File: config.mk
export PLATFORM = sky130hd
export DESIGN_NAME = cmp_pwm_channel
export DESIGN_NICKNAME = d
export VERILOG_FILES = /design/src/rtl/cpwm_pkg.sv /design/src/rtl/cpwm_timebase.sv /design/src/rtl/cpwm_regs.sv /design/src/rtl/cpwm_out_fsm.sv /design/src/rtl/cmp_pwm_channel.sv
export SDC_FILE = /design/constraint.sdc
export NUM_CORES = 1
export LEC_CHECK = 0
export ABC_AREA = 1
export BUFFER_PORTS_ARGS = -buffer_cell sky130_fd_sc_hd__buf_2
export CAP_MARGIN = 40
export CORE_MARGIN = 3
export CORE_UTILIZATION = 45
export DETAILED_ROUTE_END_ITERATION = 16
export GPL_ROUTABILITY_DRIVEN = 0
export PLACE_DENSITY = 0.65
export SYNTH_ARGS = -nofsm -noshare
export SYNTH_HDL_FRONTEND = slang
export SYNTH_SLANG_ARGS = --single-unit
File: constraint.sdc
create_clock -name clk -period 3 [get_ports clk]
set_input_delay 0.6 -clock clk [delete_from_list [all_inputs] [get_ports clk]]
set_output_delay 0.6 -clock clk [all_outputs]
set_load 0.005 [all_outputs]
File: src/rtl/cpwm_pkg.sv
package cpwm_pkg;

    typedef enum logic [1:0] {
        ADDR_MODE   = 2'd0,
        ADDR_ACTIVE = 2'd1,
        ADDR_SHADOW = 2'd2,
        ADDR_COUNT  = 2'd3
    } cpwm_addr_e;

    typedef enum logic {
        OUT_LOW  = 1'b0,
        OUT_HIGH = 1'b1
    } cpwm_state_e;

    localparam int MODE_CMP_BIT = 0;
    localparam int MODE_PWM_BIT = 1;

endpackage

File: src/rtl/cpwm_timebase.sv
module cpwm_timebase #(
    parameter int W = 8
) (
    input  logic         clk,
    input  logic         rst_n,
    input  logic         tick,
    output logic [W-1:0] count,
    output logic [W-1:0] next_count,
    output logic         wrap
);
    localparam logic [W-1:0] CNT_MAX = {W{1'b1}};

    assign next_count = count + {{(W-1){1'b0}}, 1'b1};
    assign wrap       = tick && (count == CNT_MAX);

    always_ff @(posedge clk or negedge rst_n) begin
        if (!rst_n) begin
            count <= '0;
        end else if (tick) begin
            count <= next_count;
        end
    end
endmodule

File: src/rtl/cpwm_regs.sv
module cpwm_regs
    import cpwm_pkg::*;
#(
    parameter int W = 8
) (
    input  logic         clk,
    input  logic         rst_n,
    input  logic         wr_en,
    input  logic [1:0]   wr_addr,
    input  logic [W-1:0] wr_data,
    input  logic [1:0]   rd_addr,
    input  logic         wrap,
    input  logic [W-1:0] count,
    output logic [W-1:0] active_q,
    output logic [W-1:0] shadow_q,
    output logic         cmp_en_q,
    output logic         pwm_en_q,
    output logic [W-1:0] rd_data
);
    cpwm_addr_e wsel;
    cpwm_addr_e rsel;
    logic       wr_mode, wr_act, wr_shd;

    assign wsel    = cpwm_addr_e'(wr_addr);
    assign rsel    = cpwm_addr_e'(rd_addr);
    assign wr_mode = wr_en && (wsel == ADDR_MODE);
    assign wr_act  = wr_en && (wsel == ADDR_ACTIVE);
    assign wr_shd  = wr_en && (wsel == ADDR_SHADOW);

    always_ff @(posedge clk or negedge rst_n) begin
        if (!rst_n) begin
            active_q <= '0;
            shadow_q <= '0;
            cmp_en_q <= 1'b0;
            pwm_en_q <= 1'b0;
        end else begin
            if (wr_act) begin
                active_q <= wr_data;
            end else if (wrap) begin
                active_q <= shadow_q;
            end
            if (wr_shd) begin
                shadow_q <= wr_data;
            end
            if (wr_mode) begin
                cmp_en_q <= wr_data[MODE_CMP_BIT];
                pwm_en_q <= wr_data[MODE_PWM_BIT];
            end else if (wr_act) begin
                cmp_en_q <= 1'b0;
            end else if (wr_shd) begin
                cmp_en_q <= 1'b1;
            end
        end
    end

    always_comb begin
        unique case (rsel)
            ADDR_MODE:   rd_data = {{(W-2){1'b0}}, pwm_en_q, cmp_en_q};
            ADDR_ACTIVE: rd_data = active_q;
            ADDR_SHADOW: rd_data = shadow_q;
            ADDR_COUNT:  rd_data = count;
            default:     rd_data = '0;
        endcase
    end
endmodule

File: src/rtl/cpwm_out_fsm.sv
module cpwm_out_fsm
    import cpwm_pkg::*;
#(
    parameter int W = 8
) (
    input  logic         clk,
    input  logic         rst_n,
    input  logic         tick,
    input  logic         wrap,
    input  logic [W-1:0] next_count,
    input  logic [W-1:0] active_q,
    input  logic [W-1:0] shadow_q,
    input  logic         cmp_en_q,
    input  logic         pwm_en_q,
    output logic         pwm_o
);
    cpwm_state_e state_q, state_d;
    logic [W-1:0] target;
    logic         armed, hit;

    assign armed  = cmp_en_q && pwm_en_q;
    assign target = wrap ? shadow_q : active_q;
    assign hit    = tick && (next_count == target);

    always_ff @(posedge clk or negedge rst_n) begin
        if (!rst_n) begin
            state_q <= OUT_LOW;
        end else begin
            state_q <= state_d;
        end
    end

    always_comb begin
        state_d = state_q;
        unique case (state_q)
            OUT_LOW: begin
                if (armed && hit) begin
                    state_d = OUT_HIGH;
                end
            end
            OUT_HIGH: begin
                if (!armed) begin
                    state_d = OUT_LOW;
                end else if (wrap && !hit) begin
                    state_d = OUT_LOW;
                end
            end
            default: state_d = OUT_LOW;
        endcase
    end

    always_comb begin
        pwm_o = (state_q == OUT_HIGH);
    end
endmodule

File: src/rtl/cmp_pwm_channel.sv
module cmp_pwm_channel #(
    parameter int W = 8
) (
    input  logic         clk,
    input  logic         rst_n,
    input  logic         tick,
    input  logic         wr_en,
    input  logic [1:0]   wr_addr,
    input  logic [W-1:0] wr_data,
    input  logic [1:0]   rd_addr,
    output logic [W-1:0] rd_data,
    output logic [W-1:0] count_o,
    output logic         pwm_o
);
    logic [W-1:0] count_q, next_count;
    logic         wrap;
    logic [W-1:0] active_q, shadow_q;
    logic         cmp_en_q, pwm_en_q;

    cpwm_timebase #(.W(W)) u_tb (
        .clk        (clk),
        .rst_n      (rst_n),
        .tick       (tick),
        .count      (count_q),
        .next_count (next_count),
        .wrap       (wrap)
    );

    cpwm_regs #(.W(W)) u_regs (
        .clk      (clk),
        .rst_n    (rst_n),
        .wr_en    (wr_en),
        .wr_addr  (wr_addr),
        .wr_data  (wr_data),
        .rd_addr  (rd_addr),
        .wrap     (wrap),
        .count    (count_q),
        .active_q (active_q),
        .shadow_q (shadow_q),
        .cmp_en_q (cmp_en_q),
        .pwm_en_q (pwm_en_q),
        .rd_data  (rd_data)
    );

    cpwm_out_fsm #(.W(W)) u_fsm (
        .clk        (clk),
        .rst_n      (rst_n),
        .tick       (tick),
        .wrap       (wrap),
        .next_count (next_count),
        .active_q   (active_q),
        .shadow_q   (shadow_q),
        .cmp_en_q   (cmp_en_q),
        .pwm_en_q   (pwm_en_q),
        .pwm_o      (pwm_o)
    );

    assign count_o = count_q;
endmodule

==> summary.txt, run 1 <==
outcome: completed
CP Depth: 6
worst-path fanout max: 8
Final min period: 2200 ps
most common cell after layout, fill and taps aside: nand2_1
final setup fails: 0
first-pass GRT wire length: 6.54 mm
ratio of cells with drive above 1 in the final layout: 16.9%
post-route clock period utilization: 73.5%
RSZ-0062 raised after global routing: no
multi-input combinational cell area: 852 µm²
Syn. warnings: 0
Final #Nets: 284
Place WS: 821 ps
Design Area, Final: 1920 µm²
endpoints failing hold: 0
Mean Syn Cell Area: 7.20 µm²
min-delay worst type: in2async
PD cells: 637 nW/µm²
First-pass DRT Iterations: 4
hold bufs inserted after CTS: 0
initial antenna violation count: 0
Longest Clk Path Bufs: 2
max-slew violations: 0
DR DRC count: 0
Ant. Diodes: 0
Port Buffers: 32
Top Ports: 33
most frequent CP cell: buf_2
VDD IR max: 0.256 mV
Max-slew headroom: 59.3%
Sequential cell area: 676 µm²
Max Freq: 454 MHz
CTS sink count: 27
CP cell instances: buf_2, inv_1, nor2_1, nand2_1, o211ai_1, buf_2
starting DRC count in detailed routing: 115
CTS HTree Levels: 1
starting density of the core: 48.6%
Synthesized Nets: 251
CP bufs+invs: 3
final clock skew: 2.16 ps
CP Data Required Time: 2400 ps
DPL Wire Length: 3.10 mm
post-CTS sizing: 0
Die Height: 67.2 µm
FF+latch count, synth: 27
row cnt: 21
Slowest-stage cell, CP: nor2_1
measured slew at the worst slew-check pin: 609 ps
TritonCTS Buffers: 3
overall global routing resource usage: 19.1%
number of vias per cell: 5.04
CP peak stage delay: 470 ps
total gr overflow: 0
CTS tree: done
P&R area growth vs syn: 14.0%
antenna-violating nets left: 0
max-cap violation count: 0
FF-to-FF path depth: 13
Gate Count Post-Synth: 234
Worst setup SP type: input port
Post-CTS Repair Setup Buffers: 0
Clock Latency Late Sink: 270 ps
Lkg Pwr: 1.03 nW
detailed-route wire length: 3.94 mm
DR vias: 1573
WL/cell: 12.6 µm
Seq/Total Area, Yosys: 40.1%
filler instances: 354
Die Wd: 67.2 µm
most frequent cells in the layout: nand2_1, inv_1, buf_2
Yosys cell types: 29
vias in the first global route: 1399
Reg clk slew, reported paths: 90 ps
Tot Pwr: 0.00122 W
Final TNS setup: 0 ps
Post-Syn Area: 1690 µm²
CP Capture Type: output port
worst setup margin: 796 ps
largest net degree at the start of global routing: 28
Core Region: 3470 µm²
Crit Path Category: in2out
root buf cell: clkbuf_8
Crit path arrival time: 1600 ps
die area: 4520 µm²
CP top delay family: simple AND/OR/NAND/NOR gates
placed inst area: 1880 µm²
[through the flow]
stage | std cells | utilization [%] | hold WS [ps]
floorplan | 234 | - | 304
global placement | 308 | 54.1 | 497
detailed placement | 308 | 54.1 | 505
CTS | 312 | 55.4 | 343
global route | 312 | 55.4 | 366
finish | 312 | 55.4 | 322
[registers in the layout, summed over array words and instances, names as in the netlist]
name / cells
u_tb.count: 8
u_regs.cmp_en_q: 1
u_regs.active_q: 8
u_regs.shadow_q: 8
u_fsm.pwm_o: 1
u_regs.pwm_en_q: 1
[report_power, final]
| group | leakage (nW) | internal [W] | switching [W] |
|---|---|---|---|
| Combinational | 0.676 | 0.000190 | 0.000276 |
| Clock | 0.0228 | 0.0000951 | 0.000110 |
| Sequential | 0.333 | 0.000444 | 0.000109 |
[kinds of logic after synthesis]
| logic type | Yosys count | share of synthesized area [%] |
|---|---|---|
| AOI/OAI and AO/OA | 37 | 13.1 |
| xor gates and xnor gates | 5 | 2.60 |
| adders and majority gates | 1 | 0.742 |
| buffers and inverters | 39 | 9.35 |
| DFF | 27 | 40.1 |
| muxes | 3 | 2.00 |
| and+or+nand+nor | 122 | 32.1 |
[area by class of cell]
class                   instances  area share [%]
repair buffers                 32            8.33
well taps                      46            2.99
flip-flops and latches         27            35.2
inverters                      35            6.84
clock buffers                   4            2.34
multi-input cells             168            44.3
[final timing paths]
kind                                 startpoint               to  slack (ps)
min in group clk                u_regs.pwm_en_q  u_regs.pwm_en_q         530
worst max-delay path                 rd_addr[0]       rd_data[3]         800
worst min register to register  u_regs.pwm_en_q  u_regs.pwm_en_q         530
worst max register to register    u_tb.count[0]      u_fsm.pwm_o         910
max in group asynchronous                 rst_n    u_tb.count[2]        2280
worst min-delay path                      rst_n    u_tb.count[0]         320
[metal layers]
metal | GRT usage (%) | vias up | part of all wire (%) | wire length, µm
met5 | 0 | - | 0 | 0
met4 | 4.56 | 0 | 0.48 | 19
met3 | 2.00 | 2 | 6.4 | 252
met2 | 29.2 | 50 | 44 | 1720
met1 | 29.0 | 705 | 50 | 1950
li1 | - | 816 | - | -
[synthesized netlist by cell type]
cell        n  area, µm²
a21oi_1     3       15.0
a21oi_2     1       8.76
buf_4       1       7.51
buf_6       1       11.3
clkbuf_1    2       7.51
clkinv_1    1       3.75
dfrtp_1    27        676
ha_1        1       12.5
inv_1      33        124
inv_2       1       3.75
mux2_2      3       33.8
nand2_1    77        289
nand2_4     1       11.3
nand2b_1    1       6.26
nand3_1    18       90.1
nand3_4     1       17.5
nand3b_1    2       15.0
nand4_1     2       12.5
nor2_1     18       67.6
nor2_4      1       11.3
nor2_8      1       20.0
o2111ai_1   1       8.76
o211ai_1    6       45.0
o21ai_0    19       95.1
o21ai_1     2       10.0
o21ai_2     1       8.76
o221ai_1    2       17.5
o22ai_1     2       12.5
xor2_1      5       43.8
(Power assumes the default switching activity.)
==> run 2, diff against run 1 <==
--- a/config.mk
+++ b/config.mk
@@ -5,14 +5,14 @@
 export SDC_FILE = /design/constraint.sdc
 export NUM_CORES = 1
 export LEC_CHECK = 0
-export ABC_AREA = 1
+export ABC_AREA = 0
 export BUFFER_PORTS_ARGS = -buffer_cell sky130_fd_sc_hd__buf_2
 export CAP_MARGIN = 40
 export CORE_MARGIN = 3
 export CORE_UTILIZATION = 45
 export DETAILED_ROUTE_END_ITERATION = 16
 export GPL_ROUTABILITY_DRIVEN = 0
-export PLACE_DENSITY = 0.65
+export PLACE_DENSITY = 0.68
 export SYNTH_ARGS = -nofsm -noshare
 export SYNTH_HDL_FRONTEND = slang
 export SYNTH_SLANG_ARGS = --single-unit
==> constraint.sdc (replaced) <==
create_clock -name clk -period 2.02 [get_ports clk]
set_input_delay 0.404 -clock clk [delete_from_list [all_inputs] [get_ports clk]]
set_output_delay 0.404 -clock clk [all_outputs]
set_load 0.005 [all_outputs]
==> summary.txt, run 2 <==
row cnt: 21
detailed-route wire length: 4.18 mm
Clock Latency Late Sink: 280 ps
CP Capture Type: flip-flop
root buf cell: clkbuf_8
Core Util, Final: 59.0%
Synth area leaders: dfrtp_1, mux2_2, nor2_1
starting DRC count in detailed routing: 133
Final #Nets: 224
DR DRC count: 0
first-pass GRT wire length: 6.82 mm
Die Height: 67.3 µm
RSZ-0062 raised after global routing: yes
initial antenna violation count: 0
antenna-violating nets left: 0
endpoints failing hold: 0
hold bufs inserted after CTS: 0
Place WS: 3.45 ps
top-count cell post-synth: dfrtp_1
final clock skew: 3.31 ps
Core Region: 3470 µm²
Post-Syn Area: 1690 µm²
Ant. Diodes: 0
top_reg_cell synth: dfrtp_1
Gate Count Post-Synth: 168
M1 GR Usage: 26.8%
number of vias per cell: 5.85
First-pass DRT Iterations: 4
max-slew violations: 0
PD cells: 1030 nW/µm²
overall global routing resource usage: 20.1%
final setup fails: 0
min-delay worst type: in2async
number of flops mapped to enable cells by yosys: 0
filler instances: 328
ratio of cells with drive above 1 in the final layout: 40.8%
met2 Track Usage GR: 32.0%
CP Data Required Time: 2210 ps
DPL Wire Length: 3.11 mm
Pint: 0.00131 W
P&R area growth vs syn: 21.0%
cell taking the most area after synthesis: dfrtp_1
Synthesized Nets: 185
vias in the first global route: 1424
multi-input combinational cell area: 997 µm²
Longest Clk Path Bufs: 2
Tot Pwr: 0.00211 W
Sequential cell area: 679 µm²
Yosys cell types: 43
met3 Use GR: 3.49%
measured slew at the worst slew-check pin: 653 ps
Commonest cells post-synth: dfrtp_1, nor2_1, mux2_2, nand3_1, a21oi_1
GR peak layer: met2
Largest regs: u_regs.active_q: 8 flops, u_regs.shadow_q: 8 flops, u_tb.count: 8 flops
combinational cell fraction of total power: 43.5%
worst-path fanout max: 7
Lkg Pwr: 0.915 nW
Max Freq: 510 MHz
post-route clock period utilization: 97.0%
DR vias: 1474
Clk pwr share: 15.3%
outcome: completed
net switching power: 0.000799 W
CTS HTree Levels: 1
Final min period: 1960 ps
Reg clk slew, reported paths: 100 ps
Async SR Flop Fraction: 100%
Syn. warnings: 0
Crit path arrival time: 2150 ps
switch share: 37.9%
Die Wd: 67.3 µm
largest net degree at the start of global routing: 28
Top Ports: 33
FF+latch count, synth: 27
Final TNS setup: 0 ps
WL/cell: 16.6 µm
Mean Syn Cell Area: 10.1 µm²
Port Buffers: 32
TritonCTS Buffers: 3
starting density of the core: 48.8%
Seq/Total Area, Yosys: 39.9%
CTS sink count: 27
Yosys top cell area share: 39.9%
Worst setup SP type: flip-flop
die area: 4530 µm²
most frequent cells in the layout: buf_2, dfrtp_1, nor2_1
Max-slew headroom: 56.3%
max-cap violation count: 0
Crit Path Category: reg2reg
worst setup margin: 60.9 ps
most common cell after layout, fill and taps aside: buf_2
sequential share of power: 41.3%
VDD IR max: 0.359 mV
total gr overflow: 0
CTS tree: done
Hold Slack: 116 ps
## run 2: changes by cell type after synthesis, sizes merged, moves of 7 or more
cell and change:
nand3 -10, o21ai -15, mux2 +14, inv -32
xnor2 +7, nand2 -69
## run 2: timing repair
item                       in CTS  in global routing
setup buffers                   0                  4
resized for setup               4                 15
setup endpoints to repair       1                  1
pin swaps                       0                  7
## run 2: worst paths after layout
check                           depth (start not counted)               start  slack [ps]                  to
worst max-delay path                                    7       u_tb.count[1]          60         u_fsm.pwm_o
worst min-delay path                                    1               rst_n         120       u_tb.count[6]
worst max register to register                          7       u_tb.count[1]          60         u_fsm.pwm_o
worst min register to register                          1  u_regs.shadow_q[5]         560  u_regs.shadow_q[5]
max in group asynchronous                               1               rst_n        1480       u_tb.count[5]
min in group clk                                        2          wr_data[2]         360  u_regs.shadow_q[2]
## run 2: kinds of logic after synthesis
group | after synthesis | synth area share [%]
simple gates | 61 | 19.2
flops | 27 | 39.9
fa+ha+maj | 1 | 0.740
mux | 24 | 17.2
xor+xnor | 12 | 6.21
compound gates | 31 | 12.6
buf+inv | 12 | 4.22
## run 2: layout make-up
class                           instances  area share (%)
Tap cell                               46            2.81
Multi-Input combinational cell        129            48.7
Clock buffer                            3            2.02
Clock inverter                          1           0.367
Timing Repair Buffer                   44            12.5
Sequential cell                        27            33.2
Inverter                                2           0.367
## run 2: layer usage
metal | wire, µm | vias to the layer above
met5 | 0 | -
met4 | 69 | 0
met3 | 258 | 8
met2 | 1980 | 63
met1 | 1880 | 717
li1 | - | 686
## run 2: metrics by stage
stage / instance area, µm² / cells
2_1_floorplan: 1690 / 168
3_3_place_gp: 1920 / 245
3_5_place_dp: 1920 / 245
4_1_cts: 1980 / 249
5_1_grt: 2050 / 252
6_report: 2050 / 252
## run 2: critical path, stage by stage (launching register included)
cell and delay, ps:
dfrtp_1 400, ha_4 190, nand4_1 220, nor2_4 220
mux2i_2 280, xor2_1 180, nand3_1 110, o31ai_2 260
## run 2: power by group through the flow
stage          Combinational (W)  Sequential [W]  Clock (W)
2_1_floorplan           0.000630        0.000786          0
3_5_place_dp            0.000862        0.000860          0
3_3_place_gp            0.000846        0.000852          0
5_1_grt                  0.00101        0.000895   0.000353
4_1_cts                 0.000892        0.000861   0.000329
6_report                0.000916        0.000871   0.000322
==> run 3, diff against run 2 <==
==> constraint.sdc (replaced) <==
create_clock -name clk -period 1.7 [get_ports clk]
set_input_delay 0.34 -clock clk [delete_from_list [all_inputs] [get_ports clk]]
set_output_delay 0.34 -clock clk [all_outputs]
set_load 0.005 [all_outputs]
==> summary.txt, run 3 (synthesized netlist as in run 2, its figures left out) <==
failing checks: negative setup slack
placed inst area: 2090 µm²
antenna-violating nets left: 0
RR Startpoint: u_tb.count[0]
DR vias: 1639
Top Ports: 33
critical path launch point: u_tb.count[0]
Final #Nets: 255
detailed-route wire length: 4.67 mm
Crit Path Category: reg2reg
max-cap violation count: 0
Hold Slack: 64.2 ps
FF-to-FF path depth: 7
WL/cell: 16.5 µm
root buf cell: clkbuf_8
Die Wd: 67.3 µm
measured slew at the worst slew-check pin: 615 ps
Worst R2R End: u_fsm.pwm_o
Ant. Diodes: 0
filler instances: 293
worst-path fanout max: 7
most frequent cells in the layout: buf_4, buf_2, dfrtp_1
Design Area, Final: 2330 µm²
post-route clock period utilization: 114%
worst setup margin: -244 ps
number of vias per cell: 5.79
Reg clk slew, reported paths: 100 ps
CTS HTree Levels: 1
Final min period: 1940 ps
final clock skew: 7.60 ps
DR DRC count: 0
CTS sink count: 27
largest net degree at the start of global routing: 28
Max Freq: 514 MHz
VDD IR max: 0.754 mV
TritonCTS Buffers: 3
Crit path arrival time: 2130 ps
most common cell after layout, fill and taps aside: buf_4
die area: 4530 µm²
Max-slew headroom: 59.0%
initial antenna violation count: 0
CP Capture Type: flip-flop
PD cells: 1290 nW/µm²
P&R area growth vs syn: 37.7%
Port Buffers: 32
endpoints failing hold: 0
DPL Wire Length: 3.25 mm
starting DRC count in detailed routing: 97
crit path to: u_fsm.pwm_o
overall global routing resource usage: 21.5%
Largest regs: u_regs.active_q: 8 flops, u_regs.shadow_q: 8 flops, u_tb.count: 8 flops
row cnt: 21
Worst setup SP type: flip-flop
Core Region: 3470 µm²
RSZ-0062 raised after global routing: yes
r2r setup slk: -240 ps
Longest Clk Path Bufs: 2
outcome: finished, violations left
hold bufs inserted after CTS: 0
min-delay worst type: in2async
CP Data Required Time: 1890 ps
CTS tree: done
vias in the first global route: 1543
max-slew violations: 0
ratio of cells with drive above 1 in the final layout: 50.2%
starting density of the core: 48.8%
First-pass DRT Iterations: 4
Die Height: 67.3 µm
total gr overflow: 0
first-pass GRT wire length: 7.31 mm
Clock Latency Late Sink: 280 ps
Lkg Pwr: 1.10 nW
final setup fails: 9
-- run 3: per-stage QoR --
stage | setup slack (ps) | total power (W) | util [%] | std cells | setup TNS (ps)
2_1_floorplan | -151 | 0.00172 | - | 168 | -151
3_3_place_gp | -220 | 0.00222 | 60.1 | 265 | -220
3_5_place_dp | -236 | 0.00225 | 60.1 | 265 | -236
4_1_cts | -189 | 0.00290 | 65.2 | 278 | -834
5_1_grt | -332 | 0.00320 | 67.2 | 283 | -1400
6_report | -244 | 0.00300 | 67.2 | 283 | -931
-- run 3: timing repair --
item                       in CTS  in global routing
buffers inserted                9                  5
setup endpoints to repair       9                 12
pin swaps                       4                  7
gates resized for setup        19                  7
-- run 3: layout make-up --
type	count	area (µm²)	share of cell area, %
multi-input cells	129	1020	43.8
flip-flops and latches	27	682	29.3
repair buffers	75	515	22.1
well taps	46	57.6	2.47
clock buffers	3	41.3	1.77
inverters	2	7.51	0.322
clock inverters	1	5.00	0.215
-- run 3: critical path, stage by stage, from the launching register on --
cell,delay [ps]
dfrtp_2,400
ha_4,190
and4_4,270
nand2_4,90
o32ai_1,400
or3_1,170
nand3_1,90
o31ai_2,250
-- run 3: worst min-delay path by stage --
stage                     startpoint       endpoint  slack, ps  cells past startpoint
after global placement         rst_n  u_tb.count[7]        390                      1
final                          rst_n  u_tb.count[7]         60                      1
after detailed placement       rst_n  u_tb.count[7]        400                      1
after global routing           rst_n  u_tb.count[5]        110                      1
after floorplan                rst_n    u_fsm.pwm_o         40                      0
after CTS                      rst_n  u_tb.count[3]         90                      1
-- run 3: per-layer routing --
metal / vias to the layer above / routed length [µm] / global-route usage [%]
li1: 753 / - / -
met1: 797 / 2020 / 28.5
met2: 76 / 2290 / 36.4
met3: 13 / 299 / 3.33
met4: 0 / 58 / 6.08
met5: - / 0 / 0
-- run 3: power breakdown --
group,switching [W],internal [W]
sequential,0.000192,0.000809
clock,0.000208,0.000164
combinational,0.000677,0.000952
total,0.00108,0.00193
